[config.mk]
export PLATFORM = sky130hd
export DESIGN_NAME = ws_warm_seq
export DESIGN_NICKNAME = d
export VERILOG_FILES = /design/src/rtl/ws_pkg.sv /design/src/rtl/ws_tick_timer.sv /design/src/rtl/ws_enable_chain.sv /design/src/rtl/ws_warm_seq.sv
export SDC_FILE = /design/constraint.sdc
export NUM_CORES = 1
export LEC_CHECK = 0
export CAP_MARGIN = 20
export CORE_UTILIZATION = 40
export CTS_BUF_LIST = sky130_fd_sc_hd__clkbuf_4 sky130_fd_sc_hd__clkbuf_8
export CTS_CLUSTER_DIAMETER = 40
export DETAILED_ROUTE_END_ITERATION = 10
export HOLD_SLACK_MARGIN = 0.12
export PLACE_DENSITY = 0.71
export SLEW_MARGIN = 20
export SYNTH_ARGS = -nofsm -noshare
export SYNTH_HDL_FRONTEND = slang
export SYNTH_SLANG_ARGS = --single-unit
[constraint.sdc]
create_clock -name clk -period 3.94 [get_ports clk]
set_clock_uncertainty 0.1 [all_clocks]
set_input_delay 0.394 -clock clk [delete_from_list [all_inputs] [get_ports clk]]
set_output_delay 0.394 -clock clk [all_outputs]
set_load 0.005 [all_outputs]
[src/rtl/ws_pkg.sv]
// Shared types for the warm-start sequencer.
// Assumes nothing beyond IEEE 1800-2017 enums.
package ws_pkg;
    typedef enum logic [2:0] {
        WS_IDLE  = 3'd0,
        WS_INIT  = 3'd1,
        WS_SEQ   = 3'd2,
        WS_RWAIT = 3'd3,
        WS_DONE  = 3'd4
    } ws_state_e;
endpackage

[src/rtl/ws_tick_timer.sv]
// Saturating tick counter: counts tick strobes from zero up to limit.
// full is high while the count equals limit. Assumes limit is held
// steady while counting.
module ws_tick_timer #(
    parameter int CW = 16
) (
    input  logic          clk,
    input  logic          rst_n,
    input  logic          clr,
    input  logic          tick,
    input  logic [CW-1:0] limit,
    output logic          full
);
    logic [CW-1:0] cnt;

    // count ticks, clear on request, stop at the limit
    always_ff @(posedge clk) begin
        if (!rst_n || clr) cnt <= '0;
        else if (tick && (cnt < limit)) cnt <= cnt + 1'b1;
    end

    assign full = (cnt == limit);
endmodule

[src/rtl/ws_enable_chain.sv]
// Sticky per-output enable bits set one at a time by index, plus a
// one-cycle load strobe for the first NSW (switcher) positions.
// Assumes at most one step per cycle.
module ws_enable_chain #(
    parameter int N   = 8,
    parameter int NSW = 5,
    localparam int IW = (N > 1) ? $clog2(N) : 1
) (
    input  logic          clk,
    input  logic          rst_n,
    input  logic          clr,
    input  logic          step,
    input  logic [IW-1:0] idx,
    output logic [N-1:0]  en,
    output logic [NSW-1:0] load
);
    for (genvar i = 0; i < N; i++) begin : g_bit
        localparam logic [IW-1:0] MY_IDX = IW'(i);

        // set this enable when its slot opens, clear in idle
        always_ff @(posedge clk) begin
            if (!rst_n || clr) en[i] <= 1'b0;
            else if (step && idx == MY_IDX) en[i] <= 1'b1;
        end

        if (i < NSW) begin : g_load
            // strobe the reload for this switcher in the cycle after its slot opens
            always_ff @(posedge clk) begin
                if (!rst_n) load[i] <= 1'b0;
                else load[i] <= step && (idx == MY_IDX);
            end
        end
    end
endmodule

[src/rtl/ws_warm_seq.sv]
// Warm-start sequencer top. It walks through idle, initialisation
// window, one slot per output, and reset wait, then hands over to the
// watchdog. It assumes tick is a one-cycle strobe synchronous to clk,
// and that all inputs are synchronous to clk.
module ws_warm_seq
    import ws_pkg::*;
#(
    parameter int NSW        = 5,
    parameter int NREG       = 3,
    parameter int STRAPW     = 2,
    parameter int SLOTW      = 8,
    parameter int CW         = 16,
    parameter int INIT_TICKS = 262,
    parameter int RST_TICKS  = 1024
) (
    input  logic              clk,
    input  logic              rst_n,
    input  logic              tick,
    input  logic              turn_on,
    input  logic              user_off,
    input  logic              supply_ok,
    input  logic [NSW-1:0]    keep_on,
    input  logic [STRAPW-1:0] straps,
    input  logic [SLOTW-1:0]  slot_ticks,
    input  logic              clk32_req,
    output logic              ws_active,
    output logic [NSW-1:0]    sw_en,
    output logic [NREG-1:0]   reg_en,
    output logic [NSW-1:0]    sw_load,
    output logic [STRAPW-1:0] dflt_sel,
    output logic              sys_rst_n,
    output logic              mcu_rst_n,
    output logic              clk32_out,
    output logic              warm_irq,
    output logic              wdog_go
);
    localparam int N  = NSW + NREG;
    localparam int IW = (N > 1) ? $clog2(N) : 1;
    localparam logic [IW-1:0] LAST_SLOT = IW'(N - 1);
    localparam logic [CW-1:0] INIT_LIM  = CW'(INIT_TICKS);
    localparam logic [CW-1:0] RST_LIM   = CW'(RST_TICKS);

    ws_state_e          state, nxt;
    logic [IW-1:0]      slot_q, step_idx;
    logic               step, entry, ph_clr, ph_full, rt_full;
    logic [CW-1:0]      ph_lim;
    logic [NSW-1:0]     keep_q;
    logic [SLOTW-1:0]   slot_len_q;
    logic               clk_q, irq_q;
    logic [STRAPW-1:0]  strap_q;
    logic [N-1:0]       en;

    // next-state and slot-step decode
    always_comb begin
        nxt      = state;
        step     = 1'b0;
        step_idx = slot_q;
        unique case (state)
            WS_IDLE:  if (turn_on && user_off) nxt = WS_INIT;
            WS_INIT:  if (ph_full && supply_ok) begin
                          nxt      = WS_SEQ;
                          step     = 1'b1;
                          step_idx = '0;
                      end
            WS_SEQ:   if (ph_full) begin
                          if (slot_q == LAST_SLOT) nxt = WS_RWAIT;
                          else begin
                              step     = 1'b1;
                              step_idx = slot_q + 1'b1;
                          end
                      end
            WS_RWAIT: if (rt_full) nxt = WS_DONE;
            WS_DONE:  nxt = WS_DONE;
            default:  nxt = WS_IDLE;
        endcase
    end

    assign entry  = (state == WS_IDLE) && (nxt == WS_INIT);
    assign ph_clr = (state == WS_IDLE) || (nxt != state) || step;
    assign ph_lim = (state == WS_INIT) ? INIT_LIM : CW'(slot_len_q);

    // state register
    always_ff @(posedge clk) begin
        if (!rst_n) state <= WS_IDLE;
        else state <= nxt;
    end

    // track the slot index of the output most recently enabled
    always_ff @(posedge clk) begin
        if (!rst_n) slot_q <= '0;
        else if (step) slot_q <= step_idx;
    end

    // capture keep-on flags, clock request and slot length at entry
    always_ff @(posedge clk) begin
        if (!rst_n) begin
            keep_q     <= '0;
            clk_q      <= 1'b0;
            slot_len_q <= '0;
        end else if (entry) begin
            keep_q     <= keep_on;
            clk_q      <= clk32_req;
            slot_len_q <= slot_ticks;
        end
    end

    // capture the straps when initialisation completes
    always_ff @(posedge clk) begin
        if (!rst_n) strap_q <= '0;
        else if (state == WS_INIT && nxt == WS_SEQ) strap_q <= straps;
    end

    // one-cycle interrupt on the way into hand-over
    always_ff @(posedge clk) begin
        if (!rst_n) irq_q <= 1'b0;
        else irq_q <= (state == WS_RWAIT) && rt_full;
    end

    ws_tick_timer #(.CW(CW)) u_phase (
        .clk(clk), .rst_n(rst_n), .clr(ph_clr), .tick(tick),
        .limit(ph_lim), .full(ph_full)
    );

    ws_tick_timer #(.CW(CW)) u_rst_timer (
        .clk(clk), .rst_n(rst_n), .clr(state == WS_IDLE),
        .tick(tick && (state != WS_DONE)),
        .limit(RST_LIM), .full(rt_full)
    );

    ws_enable_chain #(.N(N), .NSW(NSW)) u_chain (
        .clk(clk), .rst_n(rst_n), .clr(state == WS_IDLE),
        .step(step), .idx(step_idx), .en(en), .load(sw_load)
    );

    assign ws_active = (state == WS_INIT) || (state == WS_SEQ) || (state == WS_RWAIT);
    assign sw_en     = (state == WS_IDLE) ? keep_on : (en[NSW-1:0] | keep_q);
    assign reg_en    = en[N-1:NSW];
    assign dflt_sel  = strap_q;
    assign sys_rst_n = (state == WS_DONE);
    assign wdog_go   = (state == WS_DONE);
    assign mcu_rst_n = 1'b1;
    assign clk32_out = (state == WS_IDLE) ? clk32_req : clk_q;
    assign warm_irq  = irq_q;
endmodule

==> results of run 1 <==
sequential cells by signal (all words and copies together) (netlist names):
signal	cells
slot_q	3
keep_q	5
u_chain.en	8
clk_q	1
dflt_sel	2
state	3
u_chain.load	5
slot_len_q	8
u_rst_timer.cnt	16
u_phase.cnt	16
warm_irq	1
report_power, final:
group / internal (mW) / switching [mW]
combinational: 0.0745 / 0.0882
sequential: 0.698 / 0.00853
clock: 0.381 / 0.240
total: 1.15 / 0.337
cell families (layout without fill, tap and decap cells):
family,Yosys count,count (layout),synth area share (%)
and+or+nand+nor,184,184,28.9
AOI/OAI and AO/OA,56,56,10.6
other,1,1,0.120
adders and majority gates,13,13,5.22
DFF,68,68,43.7
xor gates and xnor gates,17,17,4.78
buffers and inverters,37,80,5.42
muxes,4,4,1.28
layer usage:
metal / track usage (%) / vias to the layer above
met3: 5.05 / 8
met1: 21.3 / 1165
li1: - / 1365
met5: 0 / -
met2: 26.6 / 59
met4: 6.05 / 0
cells in the final DEF, fill, tap and decap left out, types with 2 or more instances in the layout:
cell,Yosys,routed
dfxtp_1,68,68
clkbuf_4,0,2
nand4_1,9,9
a21oi_1,27,27
and3_1,11,11
ha_1,13,13
inv_1,17,17
a21o_1,3,3
nor2_1,48,48
xor2_1,5,5
nor3_1,17,17
and2_1,2,2
clkbuf_8,0,10
a31oi_1,3,3
nand2b_1,2,2
nand3_1,5,5
nor2b_1,4,4
nand2_1,65,65
clkdlybuf4s50_1,0,41
mux2i_1,4,4
buf_4,6,7
a211oi_1,2,2
xnor2_1,12,12
o21ai_0,12,12
nand3b_1,2,2
or3_1,4,4
bufinv_16,0,2
or4_1,4,4
worst register-to-register path, delay by kind of cell (launching register included):
family,cells,cell delay (ps)
AOI/OAI and AO/OA,1,390
adders and majority gates,1,290
buffers and inverters,1,140
DFF,1,500
and+or+nand+nor,7,2030
final cells by class:
cell class                 count  share of cell area [%]
timing repair buffer          48                    12.1
inverter                      18                    1.77
sequential                    68                    35.7
tap                           99                    3.25
clock inverter                 2                    1.57
clock buffer                  12                    4.00
multi-input combinational    275                    41.6
through the flow:
step	util (%)	hold WS (ps)
after CTS	51.5	328
after floorplan	-	303
final	51.5	324
after global routing	51.5	345
after global placement	48.6	313
after detailed placement	48.6	317
path summary, 6_finish.rpt:
kind | start | end | slack, ps | cells past startpoint
max | state[0] | u_phase.cnt[1] | 360 | 10
min | u_phase.cnt[14] | u_phase.cnt[14] | 320 | 2
max reg2reg | state[0] | u_phase.cnt[1] | 360 | 10
min reg2reg | u_phase.cnt[14] | u_phase.cnt[14] | 320 | 2
==> impl_metrics.ini, run 1 <==
[setup_path]
start_kind = flip-flop
crit_chain = nand2b_1, nor2_1, clkinv_1, ha_1, or4b_4, or4_1, nor4_4, nor3_1, o21ai_4, nor2_1
cp_top_family = simple AND/OR/NAND/NOR gates
path_class = flip-flop to flip-flop
cpPeakStageDelay_ps = 700
crit_path_end_kind = flip-flop
cpMostUsedCell = nor2_1
critical_path_buf_inv_count = 1
crit_arrival_ps = 3690
worstPathRequired_ps = 4050
crit_slowest_cell = or4_1
cp_max_fo = 16

[layout]
diodes = 0
syn2layout_area_growth_pct = 22.4
stdcell_area_um2 = 3810
seqCellArea_um2 = 1360
final-instance-count-excl-fill = 522
drive_above_1_share_pct = 6.62
fin_nets = 455
multi_input_area_um2 = 1590
fill_cells = 714

[detailed_routing]
routed-wl-met3_um = 334
antenna_left = 0
wl_met1_um = 3100
vias = 2597
via_per_inst = 4.98
avgRoutedWirePerCell_um = 12.5
route.detailed.drc = 0
routed_wl_um = 6540
drt_pass1_iterations = 4
top_layer = met4
wl_met2_um = 3000
drtIter0Drc = 117

[synthesis]
synth_area_leaders = dfxtp_1, nand2_1, nor2_1, ha_1, a21oi_1
synth_area_per_cell_um2 = 8.20
synthTopCellsByCount = dfxtp_1, nand2_1, nor2_1
synth_top_area_share_pct = 43.7
synth-seq-cells = 68
synthCells = 380
synth_fp_nets = 415
synth_enable_flop_cells = 0
yosys.area.top_type = dfxtp_1
ys_async_sr_fraction_pct = 0
yosysWarnings = 0
synthesis.area_um2 = 3120
yosysMostFrequentCell = dfxtp_1
synth_flop_cell = dfxtp_1
ys_seq_area_share_pct = 43.7
synth_cell_types = 49

[floorplanning]
rows = 31
dieWidth_um = 90.3
die_h_um = 90.3
dieArea_um2 = 8150
core_um2 = 7410
io_pins = 43
initial_core_util_pct = 42.1

[timing]
period_share_pct = 90.9
max_slew_margin_pct = 60.6
hold_viol = 0
finalSetupViolCount = 0
max_slew.worst_pin.slew_ps = 591
setup_slack_ps = 360
rsz0062_at_grt = no
max_freq_mhz = 279
setup_tns_ps = 0
drv_slew = 0
min_period_ps = 3580

[power_and_ir_drop]
total_power_mw = 1.49
power_density_nw_per_um2 = 391
irDropWorstVdd_uv = 257
leakage_nw = 1.47

[placed_design]
hpwl_um = 4640
dp_cells = 508
portBuffers = 41
placed_area_um2 = 3600
pre_cts_slack_ps = 403
place_congestion = 0.824

[global_route]
grt_max_degree = 24
grt_pass1_wl_um = 11000
grt_use_total_pct = 16.7
grt_overflow = 0
antenna_found_initial = 0
grt_pass1_vias = 2370

[clock_network]
cts.sinks = 68
cts_max_level = 3
hold_buffers = 0
post_cts_buffers = 0
cts_root_buf = clkbuf_8
cts_tree = built
cts_resized = 0
numCtsBuffers = 9
cts_buffer_depth = 2
clock_latency_ps = 340
clk_pin_slew_ps = 60

[run_status]
status = complete, no violations

[flow_run]
drv_cap = 0

[hold_path]
min-delay-path-class = flip-flop to flip-flop
(Power assumes the default switching activity.)
==> run 2, diff against run 1 <==
--- a/config.mk
+++ b/config.mk
@@ -8,7 +8,6 @@
 export CAP_MARGIN = 20
 export CORE_UTILIZATION = 40
 export CTS_BUF_LIST = sky130_fd_sc_hd__clkbuf_4 sky130_fd_sc_hd__clkbuf_8
-export CTS_CLUSTER_DIAMETER = 40
 export DETAILED_ROUTE_END_ITERATION = 10
 export HOLD_SLACK_MARGIN = 0.12
 export PLACE_DENSITY = 0.71
==> results of run 2 <==
No change in the layout: final DEF, timing and power equal those of run 1.
